<file path="config.mk">
export PLATFORM = sky130hd
export DESIGN_NAME = mux_bus_if
export DESIGN_NICKNAME = d
export VERILOG_FILES = /design/src/rtl/mbi_pkg.sv /design/src/rtl/mbi_seq.sv /design/src/rtl/mbi_datapath.sv /design/src/rtl/mux_bus_if.sv
export SDC_FILE = /design/constraint.sdc
export NUM_CORES = 1
export LEC_CHECK = 0
export ABC_AREA = 1
export ABC_CLOCK_PERIOD_IN_PS = 2800
export BUFFER_PORTS_ARGS = -buffer_cell sky130_fd_sc_hd__buf_2
export CORE_UTILIZATION = 42
export DETAILED_ROUTE_END_ITERATION = 10
export PLACE_DENSITY = 0.7
export SLEW_MARGIN = 20
export SYNTH_ARGS = -nofsm -noshare
export SYNTH_HDL_FRONTEND = slang
export SYNTH_SLANG_ARGS = --single-unit
export TNS_END_PERCENT = 50
</file>
<file path="constraint.sdc">
create_clock -name clk -period 2.8 [get_ports clk]
set_input_delay 0.42 -clock clk [delete_from_list [all_inputs] [get_ports clk]]
set_output_delay 0.42 -clock clk [all_outputs]
set_load 0.005 [all_outputs]
</file>
<file path="src/rtl/mbi_pkg.sv">
package mbi_pkg;
   typedef enum logic [2:0] {
      ST_IDLE,
      ST_ADDR,
      ST_STRB,
      ST_WAIT,
      ST_LAST
   } bus_st_e;
endpackage

</file>
<file path="src/rtl/mbi_seq.sv">
module mbi_seq
   import mbi_pkg::*;
(
   input  logic    clk,
   input  logic    rst_n,
   input  logic    req_valid,
   input  logic    ready,
   input  logic    is_write,
   output bus_st_e state,
   output logic    accept,
   output logic    capture,
   output logic    busy,
   output logic    addr_phase,
   output logic    data_phase,
   output logic    ale,
   output logic    rd_n,
   output logic    wr_n,
   output logic    done
);
   bus_st_e nxt;

   always_comb begin
      nxt = state;
      unique case (state)
         ST_IDLE: if (req_valid) nxt = ST_ADDR;
         ST_ADDR: nxt = ST_STRB;
         ST_STRB,
         ST_WAIT: nxt = ready ? ST_LAST : ST_WAIT;
         ST_LAST: nxt = ST_IDLE;
         default: nxt = ST_IDLE;
      endcase
   end

   always_ff @(posedge clk or negedge rst_n) begin
      if (!rst_n) begin
         state <= ST_IDLE;
         done  <= 1'b0;
      end else begin
         state <= nxt;
         done  <= (state == ST_LAST);
      end
   end

   assign accept     = (state == ST_IDLE) && req_valid;
   assign capture    = (state == ST_LAST);
   assign busy       = (state != ST_IDLE);
   assign addr_phase = (state == ST_ADDR);
   assign data_phase = (state == ST_STRB) || (state == ST_WAIT) || (state == ST_LAST);
   assign ale        = addr_phase;
   assign rd_n       = !(data_phase && !is_write);
   assign wr_n       = !(data_phase && is_write);

   AST_WAIT_STRETCH: assert property (@(posedge clk) disable iff (!rst_n)
      (((state == ST_STRB) || (state == ST_WAIT)) && !ready) |=> ((state == ST_WAIT) && (!rd_n || !wr_n)));
   AST_DONE_SINGLE: assert property (@(posedge clk) disable iff (!rst_n)
      done |=> !done);
   AST_ADDR_AFTER_IDLE: assert property (@(posedge clk) disable iff (!rst_n)
      (state == ST_ADDR) |-> ($past(state) == ST_IDLE));
   AST_ALE_ONE_CLOCK: assert property (@(posedge clk) disable iff (!rst_n)
      ale |=> !ale);
endmodule

</file>
<file path="src/rtl/mbi_datapath.sv">
module mbi_datapath #(
   parameter int ADDR_W     = 16,
   parameter int DATA_W     = 8,
   parameter bit RDATA_HOLD = 1'b1,
   localparam int HI_W      = ADDR_W - DATA_W
) (
   input  logic              clk,
   input  logic              rst_n,
   input  logic              accept,
   input  logic              capture,
   input  logic              done,
   input  logic              busy,
   input  logic              addr_phase,
   input  logic              data_phase,
   input  logic [ADDR_W-1:0] req_addr,
   input  logic [DATA_W-1:0] req_wdata,
   input  logic              req_write,
   input  logic              req_io,
   input  logic [DATA_W-1:0] ad_i,
   output logic              is_write,
   output logic [HI_W-1:0]   ahi,
   output logic [DATA_W-1:0] ad_o,
   output logic              ad_oe,
   output logic              io_m,
   output logic [DATA_W-1:0] rd_data
);
   logic [ADDR_W-1:0] addr_q;
   logic [DATA_W-1:0] wdata_q;
   logic [DATA_W-1:0] rdata_q;
   logic              wr_q;
   logic              io_q;

   always_ff @(posedge clk or negedge rst_n) begin
      if (!rst_n) begin
         addr_q  <= '0;
         wdata_q <= '0;
         wr_q    <= 1'b0;
         io_q    <= 1'b0;
      end else if (accept) begin
         addr_q  <= req_addr;
         wdata_q <= req_wdata;
         wr_q    <= req_write;
         io_q    <= req_io;
      end
   end

   always_ff @(posedge clk or negedge rst_n) begin
      if (!rst_n)                rdata_q <= '0;
      else if (capture && !wr_q) rdata_q <= ad_i;
   end

   assign is_write = wr_q;
   assign ahi      = addr_q[ADDR_W-1:DATA_W];
   assign io_m     = io_q;
   assign ad_oe    = addr_phase || (data_phase && wr_q);
   assign ad_o     = addr_phase ? addr_q[DATA_W-1:0] : wdata_q;

   generate
      if (RDATA_HOLD) begin : g_rd_hold
         assign rd_data = rdata_q;
      end else begin : g_rd_pulse
         assign rd_data = done ? rdata_q : '0;
      end
   endgenerate

   AST_IO_HOLD: assert property (@(posedge clk) disable iff (!rst_n)
      (busy && $past(busy)) |-> $stable(io_m));
   AST_AHI_HOLD: assert property (@(posedge clk) disable iff (!rst_n)
      (busy && $past(busy)) |-> $stable(ahi));
   AST_IDLE_FLOAT: assert property (@(posedge clk) disable iff (!rst_n)
      !busy |-> !ad_oe);
endmodule

</file>
<file path="src/rtl/mux_bus_if.sv">
module mux_bus_if
   import mbi_pkg::*;
#(
   parameter int ADDR_W     = 16,
   parameter int DATA_W     = 8,
   parameter bit RDATA_HOLD = 1'b1
) (
   input  logic                     clk,
   input  logic                     rst_n,
   input  logic                     req_valid,
   input  logic [ADDR_W-1:0]        req_addr,
   input  logic [DATA_W-1:0]        req_wdata,
   input  logic                     req_write,
   input  logic                     req_io,
   output logic                     done,
   output logic [DATA_W-1:0]        rd_data,
   output logic [ADDR_W-DATA_W-1:0] ahi,
   output logic [DATA_W-1:0]        ad_o,
   output logic                     ad_oe,
   input  logic [DATA_W-1:0]        ad_i,
   output logic                     ale,
   output logic                     rd_n,
   output logic                     wr_n,
   output logic                     io_m,
   input  logic                     ready
);
   generate
      if (DATA_W < 1 || ADDR_W <= DATA_W) begin : g_bad_widths
         $error("mux_bus_if: ADDR_W must exceed DATA_W, and DATA_W must be at least 1");
      end
   endgenerate

   bus_st_e state;
   logic    accept, capture, busy, addr_phase, data_phase, is_write;

   mbi_seq u_seq (
      .clk        (clk),
      .rst_n      (rst_n),
      .req_valid  (req_valid),
      .ready      (ready),
      .is_write   (is_write),
      .state      (state),
      .accept     (accept),
      .capture    (capture),
      .busy       (busy),
      .addr_phase (addr_phase),
      .data_phase (data_phase),
      .ale        (ale),
      .rd_n       (rd_n),
      .wr_n       (wr_n),
      .done       (done)
   );

   mbi_datapath #(
      .ADDR_W     (ADDR_W),
      .DATA_W     (DATA_W),
      .RDATA_HOLD (RDATA_HOLD)
   ) u_dp (
      .clk        (clk),
      .rst_n      (rst_n),
      .accept     (accept),
      .capture    (capture),
      .done       (done),
      .busy       (busy),
      .addr_phase (addr_phase),
      .data_phase (data_phase),
      .req_addr   (req_addr),
      .req_wdata  (req_wdata),
      .req_write  (req_write),
      .req_io     (req_io),
      .ad_i       (ad_i),
      .is_write   (is_write),
      .ahi        (ahi),
      .ad_o       (ad_o),
      .ad_oe      (ad_oe),
      .io_m       (io_m),
      .rd_data    (rd_data)
   );

   AST_WR_DRIVES: assert property (@(posedge clk) disable iff (!rst_n)
      !wr_n |-> ad_oe);
   AST_RD_RELEASES: assert property (@(posedge clk) disable iff (!rst_n)
      !rd_n |-> !ad_oe);
   AST_ALE_QUIET: assert property (@(posedge clk) disable iff (!rst_n)
      ale |-> (rd_n && wr_n));
   AST_ONE_STROBE: assert property (@(posedge clk) disable iff (!rst_n)
      (state == ST_STRB) |-> (rd_n != wr_n));
endmodule

</file>
==> results.tsv <==
metric	value	unit
fin crit share	0.838	
commonest non-fill, non-tap cell in the layout	nand2_1	
post-route ant nets	0	
Placed Area	0.00202	mm²
Worst setup SP type	flop	
full die area	0.00441	mm²
core area	0.00400	mm²
Port Buffers	67	
final critical-path required period	2350	ps
dpl hpwl	2.57	mm
Avg WL per Cell	12.8	µm
Gate power share	0.416	
CTS tree	yes	
WS Path Type	reg -> out	
R2R depth	5	
syn_nets	243	
fin area	0.00211	mm²
initial cell density of the core	0.436	
initial antenna violation count	0	
Post-CTS Setup Bufs	0	
Mean Syn Cell Area	8.50	µm²
gr ovfl total	0	
critical path's slowest cell	dfrtp_1	
status	complete, no violations	
largest net degree at the start of global routing	39	
final core occ	0.528	
num ports	68	
Worst path max stage delay	570	ps
CTS Root Cell	clkbuf_8	
CP required	2380	ps
CP Cell Sequence	nor2_1 -> nand2_1 -> clkinv_1 -> nand2_1 -> nand2_1 -> buf_2	
Slew headroom	0.461	
sw frac	0.397	
first-pass GRT wire length	6.58	mm
RSZ-0062 raised after global routing	no	
die width	66.4	µm
Clk pwr share	0.165	
CP Max Fanout	12	
routability cong.	0.813	
Post-CTS Resized	0	
Worst Clk Skew	3.87	ps
Synth Cell Area	0.00174	mm²
H-Tree Depth	2	
setup TNS	0	ps
# clock sinks	38	
final wirelength	3.97	mm
# rows	23	
P_sw	909	µW
total CTS buffers	5	
diode count	0	
post-synthesis sequential element count	38	
Max Freq	426	MHz
Hold WS	219	ps
Peak VDD IR	0.000438	V
P_int	1380	µW
final hold vios	0	
Setup violations, final	0	
final non-filler cell total	311	
yosys synthesis warning count	0	
initial drt markers	109	
CP Capture Type	output port	
CP dominant cell by count	nand2_1	
post-synthesis sequential area ratio	0.546	
Max Slew Vio Count	0	
DR vias/cell	5.02	
cts hold-fix bufs	0	
vias in the first global route	1437	
placed insts	303	
clock latency on the worst-skew pair	290	ps
Nets	298	
GRT Total Usage	0.206	
cell count after synthesis	205	
flop-to-flop setup slack	1130	ps
Power Density	1080	mW/mm²
Die Ht	66.4	µm
DR pass1 iterations	4	
layout cells sized above 1	0.299	
FF+latch area	951	µm²
most frequent cells in the layout	nand2_1, buf_2, dfrtp_1	
P_leak	0.00122	µW
Worst Hold Class	in -> async	
# DRC	0	
sequential power share	0.418	
Tightest Pin Transition	808	ps
Via Count	1561	
reg2reg start	u_seq.state[2]	
clock-pin transition on the worst setup and hold timing paths	70	ps
area grow syn2layout	21.2	%
layout filler cell count	385	
Critical R2R Capture	u_dp.wdata_q[5]	
Distinct cells, synth	13	
CTS Buffer Depth	2	
max_cap viols	0	
multi-input logic area	638	µm²
Worst Path Arrival	1930	ps
==> critical path, delay by kind of cell (launching register included) <==
family	cells	cell delay, ps
AND/OR/NAND/NOR	4	600
flip-flops	1	570
buffers and inverters	2	470
==> Yosys cell counts <==
cell	instances	share of area
clkbuf_1	2	0.0043
buf_2	9	0.026
buf_6	2	0.013
buf_4	8	0.034
clkinv_1	2	0.0043
nand4_1	34	0.12
nor2_1	2	0.0043
inv_1	3	0.0065
nor2_4	1	0.0065
nand3_4	1	0.010
dfrtp_1	38	0.55
nand2_1	101	0.22
nand3_1	2	0.0057
==> registers in the layout (all words and copies together) (netlist names) <==
name and cells:
u_dp.wdata_q 8, u_seq.state 3, u_dp.rd_data 8, u_dp.addr_q 16, u_dp.is_write 1, u_dp.io_m 1, u_seq.done 1
==> kinds of logic (layout without fill, tap and decap cells) <==
group / after synthesis / count (layout) / synth area share
DFF: 38 / 38 / 0.546
buffers and inverters: 26 / 82 / 0.0883
and+or+nand+nor: 141 / 141 / 0.366
==> how the worst max path moves through the flow <==
| stage | from | slack (ps) | to |
|---|---|---|---|
| floorplan | u_seq.state[2] | 1440 | ad_oe |
| global placement | u_seq.state[2] | 880 | ad_o[0] |
| detailed placement | u_seq.state[2] | 790 | ad_o[4] |
| CTS | u_seq.state[2] | 450 | ad_o[4] |
| global route | u_seq.state[2] | 270 | ad_o[4] |
| finish | u_seq.state[2] | 450 | ad_o[4] |
==> area by class of cell <==
| type | count | area share |
|---|---|---|
| tap | 50 | 0.0296 |
| inverter | 5 | 0.00889 |
| clock buffer | 7 | 0.0409 |
| timing repair buffer | 69 | 0.166 |
| multi-input combinational | 141 | 0.302 |
| sequential | 38 | 0.450 |
| clock inverter | 1 | 0.00237 |
==> metal layers <==
layer / GRT usage / share of wire
met5: 0 / 0
met2: 0.335 / 0.48
met3: 0.0741 / 0.053
met1: 0.247 / 0.45
met4: 0.0798 / 0.017
==> power by group through the flow <==
stage / logic [µW] / registers, µW / clock network [µW]
6_report: 952 / 957 / 379
5_1_grt: 1110 / 987 / 420
4_1_cts: 972 / 956 / 393
3_5_place_dp: 971 / 962 / 0
3_3_place_gp: 946 / 958 / 0
2_1_floorplan: 687 / 939 / 0
==> stage by stage <==
| stage | total power, µW | setup WS, ps |
|---|---|---|
| after CTS | 2320 | 454 |
| final | 2290 | 453 |
| after global placement | 1900 | 878 |
| after global routing | 2510 | 266 |
| after detailed placement | 1930 | 787 |
| after floorplan | 1630 | 1440 |
Power figures use the tool's default switching activity.
